[src/rtl/ddr_init_pkg.sv]
package ddr_init_pkg;
  typedef enum logic [3:0] {
    CMD_MRS = 4'b0000,
    CMD_REF = 4'b0001,
    CMD_PRE = 4'b0010,
    CMD_NOP = 4'b0111
  } cmd_e;

  typedef enum logic [3:0] {
    ST_WAIT, ST_PRE1, ST_EMRS, ST_MRS_RST, ST_PRE2,
    ST_REF, ST_MRS_OP, ST_DONE, ST_IDLE
  } step_e;

  localparam int unsigned A10_BIT = 10;
  localparam int unsigned A8_BIT  = 8;
endpackage

[src/rtl/ddr_init_cnt.sv]
module ddr_init_cnt #(
  parameter int unsigned   W    = 8,
  parameter logic [W-1:0]  INIT = '0
) (
  input  logic         clk_i,
  input  logic         rst_ni,
  input  logic         en_i,
  input  logic         load_i,
  input  logic [W-1:0] load_val_i,
  output logic         zero_o
);
  logic [W-1:0] cnt_q;

  always_ff @(posedge clk_i or negedge rst_ni) begin
    if (!rst_ni)                  cnt_q <= INIT;
    else if (load_i)              cnt_q <= load_val_i;
    else if (en_i && cnt_q != '0) cnt_q <= cnt_q - 1'b1;
  end

  assign zero_o = (cnt_q == '0);
endmodule

[src/rtl/ddr_init_enc.sv]
module ddr_init_enc
  import ddr_init_pkg::*;
#(
  parameter int unsigned           ADDR_W   = 13,
  parameter int unsigned           BA_W     = 2,
  parameter logic [ADDR_W-1:0]     MODE_VAL = 'h031,
  parameter logic [ADDR_W-1:0]     EXT_VAL  = '0
) (
  input  step_e             step_i,
  input  logic              fire_i,
  output logic [3:0]        cmd_o,
  output logic [BA_W-1:0]   ba_o,
  output logic [ADDR_W-1:0] addr_o
);
  always_comb begin
    cmd_o  = CMD_NOP;
    ba_o   = '0;
    addr_o = '0;
    if (fire_i) begin
      case (step_i)
        ST_PRE1, ST_PRE2: begin
          cmd_o           = CMD_PRE;
          addr_o[A10_BIT] = 1'b1;
        end
        ST_EMRS: begin
          cmd_o  = CMD_MRS;
          ba_o   = BA_W'(1);
          addr_o = EXT_VAL;
        end
        ST_MRS_RST: begin
          cmd_o          = CMD_MRS;
          addr_o         = MODE_VAL;
          addr_o[A8_BIT] = 1'b1;
        end
        ST_MRS_OP: begin
          cmd_o          = CMD_MRS;
          addr_o         = MODE_VAL;
          addr_o[A8_BIT] = 1'b0;
        end
        ST_REF:  cmd_o = CMD_REF;
        default: ;
      endcase
    end
  end
endmodule

[src/rtl/ddr_init_seq.sv]
module ddr_init_seq
  import ddr_init_pkg::*;
#(
  parameter int unsigned       ADDR_W        = 13,
  parameter int unsigned       BA_W          = 2,
  parameter int unsigned       STARTUP_CYC   = 20000,
  parameter int unsigned       T_RP          = 3,
  parameter int unsigned       T_RFC         = 10,
  parameter int unsigned       T_MRD         = 2,
  parameter int unsigned       DLL_LOCK      = 200,
  parameter int unsigned       N_REF         = 2,
  parameter bit                DLL_RST_FIRST = 1'b1,
  parameter logic [ADDR_W-1:0] MODE_VAL      = 'h031,
  parameter logic [ADDR_W-1:0] EXT_VAL       = '0
) (
  input  logic              clk_i,
  input  logic              rst_ni,
  output logic              cke_o,
  output logic              cs_n_o,
  output logic              ras_n_o,
  output logic              cas_n_o,
  output logic              we_n_o,
  output logic [BA_W-1:0]   ba_o,
  output logic [ADDR_W-1:0] addr_o,
  output logic              init_done_o
);
  localparam int unsigned M1     = (STARTUP_CYC > T_RFC) ? STARTUP_CYC : T_RFC;
  localparam int unsigned M2     = (T_RP > T_MRD) ? T_RP : T_MRD;
  localparam int unsigned MAXV   = (M1 > M2) ? M1 : M2;
  localparam int unsigned CNT_W  = $clog2(MAXV + 1);
  localparam int unsigned LOCK_W = $clog2(DLL_LOCK + 1);
  localparam int unsigned REF_W  = $clog2(N_REF + 1);

  step_e              step_q, step_d;
  logic [CNT_W-1:0]   gap_ld;
  logic [REF_W-1:0]   ref_q;
  logic               gap_zero, lock_zero, lock_armed_q, lock_ok;
  logic               cke_q, done_q, fire;
  logic [3:0]         cmd;

  ddr_init_cnt #(.W(CNT_W), .INIT(CNT_W'(STARTUP_CYC - 1))) i_gap (
    .clk_i, .rst_ni, .en_i(1'b1), .load_i(fire), .load_val_i(gap_ld), .zero_o(gap_zero)
  );

  // lock window runs from the extended-mode load
  ddr_init_cnt #(.W(LOCK_W), .INIT(LOCK_W'(DLL_LOCK - 1))) i_lock (
    .clk_i, .rst_ni, .en_i(lock_armed_q), .load_i(1'b0), .load_val_i('0), .zero_o(lock_zero)
  );

  assign lock_ok = lock_armed_q && lock_zero;
  assign fire    = gap_zero && (step_q != ST_IDLE) && !(step_q == ST_DONE && !lock_ok);

  always_comb begin
    step_d = step_q;
    gap_ld = '0;
    case (step_q)
      ST_WAIT:    begin step_d = ST_PRE1;  gap_ld = CNT_W'(1);         end
      ST_PRE1:    begin step_d = ST_EMRS;  gap_ld = CNT_W'(T_RP - 1);  end
      ST_EMRS:    begin
        step_d = DLL_RST_FIRST ? ST_MRS_RST : ST_PRE2;
        gap_ld = CNT_W'(T_MRD - 1);
      end
      ST_MRS_RST: begin
        step_d = DLL_RST_FIRST ? ST_PRE2 : ST_REF;
        gap_ld = CNT_W'(T_MRD - 1);
      end
      ST_PRE2:    begin
        step_d = DLL_RST_FIRST ? ST_REF : ST_MRS_RST;
        gap_ld = CNT_W'(T_RP - 1);
      end
      ST_REF:     begin
        step_d = (ref_q == REF_W'(N_REF - 1)) ? ST_MRS_OP : ST_REF;
        gap_ld = CNT_W'(T_RFC - 1);
      end
      ST_MRS_OP:  begin step_d = ST_DONE;  gap_ld = CNT_W'(T_MRD - 1); end
      ST_DONE:    step_d = ST_IDLE;
      default:    step_d = ST_IDLE;
    endcase
  end

  always_ff @(posedge clk_i or negedge rst_ni) begin
    if (!rst_ni) begin
      step_q       <= ST_WAIT;
      ref_q        <= '0;
      cke_q        <= 1'b0;
      done_q       <= 1'b0;
      lock_armed_q <= 1'b0;
    end else if (fire) begin
      step_q <= step_d;
      if (step_q == ST_WAIT) cke_q        <= 1'b1;
      if (step_q == ST_EMRS) lock_armed_q <= 1'b1;
      if (step_q == ST_REF)  ref_q        <= ref_q + 1'b1;
      if (step_q == ST_DONE) done_q       <= 1'b1;
    end
  end

  ddr_init_enc #(.ADDR_W(ADDR_W), .BA_W(BA_W), .MODE_VAL(MODE_VAL), .EXT_VAL(EXT_VAL)) i_enc (
    .step_i(step_q), .fire_i(fire), .cmd_o(cmd), .ba_o(ba_o), .addr_o(addr_o)
  );

  assign {cs_n_o, ras_n_o, cas_n_o, we_n_o} = cmd;
  assign cke_o       = cke_q;
  assign init_done_o = done_q;
endmodule

[config.mk]
export PLATFORM = sky130hd
export DESIGN_NAME = ddr_init_seq
export DESIGN_NICKNAME = d
export VERILOG_FILES = /design/src/rtl/ddr_init_pkg.sv /design/src/rtl/ddr_init_cnt.sv /design/src/rtl/ddr_init_enc.sv /design/src/rtl/ddr_init_seq.sv
export SDC_FILE = /design/constraint.sdc
export NUM_CORES = 1
export LEC_CHECK = 0
export BUFFER_PORTS_ARGS = -buffer_cell sky130_fd_sc_hd__buf_2
export CAP_MARGIN = 10
export CORE_UTILIZATION = 39
export CTS_CLUSTER_SIZE = 8
export DETAILED_ROUTE_END_ITERATION = 6
export PLACE_DENSITY_LB_ADDON = 0.3
export SLEW_MARGIN = 15
export SYNTH_ARGS = -nofsm -noshare
export SYNTH_HDL_FRONTEND = slang
export SYNTH_SLANG_ARGS = --single-unit
[constraint.sdc]
create_clock -name clk_i -period 1.8 [get_ports clk_i]
set_input_delay 0.09 -clock clk_i [delete_from_list [all_inputs] [get_ports clk_i]]
set_output_delay 0.09 -clock clk_i [all_outputs]
set_load 0.02 [all_outputs]
-- Word-level counts from Yosys, hierarchy flattened
Cells that the tools add are included.
Widths: inputs -> output; s select.
- reductions and logical operators: 20
- equality and inequality tests: 9
- muxes and demuxes: 12
- add/subtract/negate cells: 3
- operator list (kind ; number):
    $mux 15 ; 2
    $pmux 4 s7 ; 1
    $pmux 9 s2 ; 1
    $eq 4x3->1 const B ; 4
    $logic_not 15->1 ; 1
    $reduce_bool 15->1 ; 1
    $sub 15x1->15 const B ; 1
    $pmux 4 s3 ; 1
    $mux 11 ; 1
    $pmux 3 s3 ; 1
    $eq 4x2->1 const B ; 2
    $logic_not 8->1 ; 1
    $reduce_and 2->1 ; 4
    $reduce_bool 8->1 ; 1
    $sub 8x1->8 const B ; 1
    $logic_and 1x1->1 ; 5
    $eq 4x1->1 const B ; 1
    $logic_not 4->1 ; 1
    $mux 2 ; 2
    $mux 4 ; 1
    $ne 4x4->1 const B ; 1
    $reduce_or 4->1 ; 1
    $reduce_or 3->1 ; 1
    $add 2x1->2 const B ; 1
    other kinds (5) ; 7
- input bits: 2
- output and inout bits: 21
- word-level logic and storage cells: 51
- bits in registers: 32

-- Longest topological paths before layout
- word-level depth: 7
- gate-level depth with buffers: 7
- mapped depth without buffers: 6

-- Modules after synthesis
Synthesis repeated with hierarchy kept, for this count alone.
- cell total of the unflattened synthesis: 252
- area total of the unflattened synthesis: 2229.6 µm²
- modules (own cells, without submodules) (module ; area each (µm²) ; times used ; cells each ; seq. area each (µm²)):
    ddr_init_cnt at i_gap ; 959.7 ; 1 ; 113 ; 386.6
    ddr_init_cnt at i_lock ; 534.3 ; 1 ; 58 ; 206.4
    ddr_init_seq ; 528.0 ; 1 ; 51 ; 225.2
    ddr_init_enc ; 207.7 ; 1 ; 30 ; 0.0

-- Worst setup path after synthesis
OpenSTA, ideal clock, no wires.
- path kind: reg-to-output
- start: reg i_gap.cnt_q[0]
- end: out addr_o[4]
- stages on the path, launching flop included: 8
- arrival time: 1.835 ns
- buffers on the path: 1
- setup slack: -0.125 ns
- required time: 1.710 ns
- cell sequence: dfstp_2 inv_1 ha_1 nor3b_4 nand4_2 nor2_1 and3_1 buf_4
- cells in the longest elaborated chain, start to end: 4
- RTL lines (what ; line ; RTL):
    start, declared ; ddr_init_cnt.sv:12 ; logic [W-1:0] cnt_q;
    start signal, assigned ; ddr_init_cnt.sv:16 ; else if (load_i) cnt_q <= load_val_i;
    start signal, assigned ; ddr_init_cnt.sv:17 ; else if (en_i && cnt_q != '0) cnt_q <= cnt_q - 1'b1;
    $logic_not 15->1 ; ddr_init_cnt.sv:20 ; assign zero_o = (cnt_q == '0);
    $logic_and 1x1->1 (2 in series) ; ddr_init_seq.sv:51 ; assign fire = gap_zero && (step_q != ST_IDLE) && !(step_q == ST_DONE && !lock_ok);
    $mux 11 ; ddr_init_enc.sv:19 ; if (fire_i) begin
    end, declared ; ddr_init_seq.sv:24 ; output logic [ADDR_W-1:0] addr_o,
Every way passes these cells.

-- Worst setup path in the final report
- start: reg i_gap.cnt_q[8]
- end: out ba_o[0]
- cells in the longest elaborated chain, start to end: 4
- RTL lines (what ; line ; RTL):
    $logic_not 15->1 ; ddr_init_cnt.sv:20 ;
    $logic_and 1x1->1 (2 in series) ; ddr_init_seq.sv:51 ;
    $mux 2 ; ddr_init_enc.sv:19 ;
    end, declared ; ddr_init_seq.sv:23 ; output logic [BA_W-1:0] ba_o,
Every way passes these cells.

==> metrics.txt <==
status finished, violations left; failing checks setup timing; DR WL/cell around 14 um; setup slack, reg-to-reg -0.11 ns; RSZ-0062 raised after global routing true; Worst Path Max Fanout 4; NumNets Final 221; Via density around 5.2; count of standard-cell rows 24; largest net degree at the start of global routing 33; DP Cell Count 255; vias in the first global route 1,392; RR Startpoint i_gap.cnt_q[1]; Synth Area per Inst 10.3 sq um; layout cells sized above 1 42.1%; Pleak roughly 1.1 nW; min Tclk post-route 1.93 ns; Ys Warns 0; commonest non-fill, non-tap cell in the layout buf_4; Die Y 70.5 um; max frequency about 0.52 GHz; CP endpoint kind primary output; Yosys reg bits 32; area leader, netlist dfrtp_1; kind of critical path flop to primary output; pwr dens about 570 mW/mm^2; Hold Vio Cnt, Final 0; # setup viols final 15; Final ANT Viol Nets 0; die area between 0.004 and 0.005 sq mm; slowest stage cell on the critical path dfrtp_1; Fin Hold WS 0.382 ns; FFs w/ async S/R, synth 100%; Max H-tree Level 2; Worst Hold Class input port to asynchronous set/reset pin; Final TNS setup -1.39 ns; Setup WS pre-CTS -0.0737 ns; Root Buffer clkbuf_8; Yosys cell types 49; global-route wire length before repair 6410 um; Critical Path Sink ba_o[0]; Max-slew headroom 54.0%; vias roughly 1.4k; Final Max Slew Viols 0; Worst Skew 0.00720 ns; CP startpoint i_gap.cnt_q[8]; DRC viols 0; Max Cap Viol 0; Clk Latency, worst-skew pair 0.29 ns; commonest cells after routing, fill and taps aside buf_4 (29), dfrtp_1 (18), dfstp_2 (14); Peak supply drop 0.401 mV; RR Endpoint step_q[1]; Worst EP required 1.71 ns; Synth Cell Area 0.00183 sq mm; CTS tree yes; Die Wd 70.5 um; core box area about 0.0044 sq mm; overall global routing resource usage 16.8%; number of synthesized flops with an enable pin 0; Area Growth Syn to Fin 27.5%; Initial Utilization 41.2%; arrival time at the worst endpoint 1.84 ns; Num CTS Buffers 5; Least-Margin Pin Slew between 0.6 and 0.7 ns; crit-path cells nor4_4 -> nand4_4 -> or3_4 -> nor2_4 -> buf_6; Inserted Diodes 0; Overflow after GRT 0; port bufs 12; clock slew at reported path FFs 0.07 ns; Finished Layout Cells 268; antenna violations before repair 0; period utilisation layout 107%; path depth of the worst reg2reg path 8; Top FF cell, synth dfrtp_1; Post-Syn Instances 178; ranking of synthesized cells by area dfrtp_1 (25%), dfstp_2 (20%), xnor2_1 (5.3%); largest buffer count on any clock path 2; clock sinks 32; Pre-antenna DRT Iters 4; detailed placement HPWL 2650 um; slowest stage delay, CP 0.45 ns; global placer's final weighted congestion slightly above 0.8; Setup crit start kind flop; Yosys top cell area share 24.6%; Post-Route WL 3800 um; Boundary Pins 23; initial drt markers 26; setup slack after layout -0.130 ns; post-layout power 1.32 mW; register area share after synthesis 44.7%
state kept, by name (all words and copies together) (netlist names):
| signal | cells |
|---|---|
| i_lock.cnt_q | 8 |
| step_q | 4 |
| lock_armed_q | 1 |
| init_done_o | 1 |
| i_gap.cnt_q | 15 |
| cke_o | 1 |
| ref_q | 2 |
logic make-up (layout without fill, tap and decap cells):
| group | count (synthesis) | in the layout | synth area share, % |
|---|---|---|---|
| AOI/OAI and AO/OA | 28 | 28 | 11.6 |
| and+or+nand+nor | 66 | 66 | 22.0 |
| xor gates and xnor gates | 16 | 16 | 7.65 |
| buffers and inverters | 26 | 55 | 8.20 |
| other | 1 | 10 | 0.205 |
| DFF | 32 | 32 | 44.7 |
| muxes | 5 | 5 | 2.94 |
| adders and majority gates | 4 | 4 | 2.73 |
repair_timing:
action | 4_1_cts | 5_1_grt
buffers inserted | 3 | 1
setup endpoints to repair | 15 | 23
pin swaps | 4 | 1
resized for setup | 20 | 5
endpoints found under the hold margin | 18 | 0
hold buffers | 1 | 0
layout make-up:
type	count	area (sq um)
Sequential cell	32	818
Multi-Input combinational cell	129	1020
Fill cell	399	2110
Tap cell	52	65.1
Inverter	8	30.0
Clock inverter	2	10.0
Clock buffer	6	82.6
Timing Repair Buffer	39	307
Yosys cell counts (2+ instances only):
| cell type | count |
|---|---|
| dfrtp_1 | 18 |
| dfstp_2 | 14 |
| nor2_1 | 13 |
| buf_4 | 12 |
| nand2_1 | 11 |
| xnor2_1 | 11 |
| nand3_1 | 9 |
| inv_1 | 8 |
| nor3_1 | 7 |
| clkbuf_1 | 5 |
| o21ai_0 | 5 |
| xor2_1 | 5 |
| ha_1 | 4 |
| a21o_1 | 3 |
| a31o_2 | 3 |
| o31ai_1 | 3 |
| a21boi_0 | 2 |
| a21oi_1 | 2 |
| a31oi_1 | 2 |
| and3_1 | 2 |
| mux2_2 | 2 |
| mux2i_1 | 2 |
| nand2b_1 | 2 |
| nand3b_1 | 2 |
| nand4_1 | 2 |
| nand4_2 | 2 |
| nor4_1 | 2 |
| o21bai_1 | 2 |
| or3_1 | 2 |
| or4_1 | 2 |
stage by stage:
step,util (%),cell area (sq um)
final,52.5,2330
after global routing,52.5,2330
after CTS,51.6,2290
after detailed placement,46.9,2080
after global placement,46.9,2080
after floorplan,-,1900
routing by layer:
layer / part of all wire (%) / global-route usage (%)
met5: 0 / 0
met4: 2.1 / 8.00
met3: 3.4 / 5.27
met2: 53 / 29.4
met1: 41 / 18.6
critical path: cells and delay by family, from the launching register on:
| kind | cells | cell delay (ns) |
|---|---|---|
| buffers and inverters | 1 | 0.12 |
| AND/OR/NAND/NOR | 4 | 0.99 |
| flip-flops | 1 | 0.45 |
how the worst min path moves through the flow:
| stage | cells after the start | start | endpoint | slack (ns) |
|---|---|---|---|---|
| after global routing | 2 | rst_ni | i_lock.cnt_q[3] | 0.45 |
| after CTS | 2 | rst_ni | i_lock.cnt_q[5] | 0.41 |
| after floorplan | 0 | rst_ni | cke_o | -0.21 |
| after detailed placement | 1 | rst_ni | i_lock.cnt_q[5] | 0.19 |
| after global placement | 1 | rst_ni | i_lock.cnt_q[5] | 0.17 |
| final | 2 | rst_ni | i_lock.cnt_q[5] | 0.38 |
report_power, final:
part	leakage (nW)	internal (mW)	switching (mW)
Combinational	0.681	0.00218	0.0320
Sequential	0.370	0.721	0
Clock	0.0510	0.304	0.261
No activity file was read; power rests on OpenSTA's default activity.
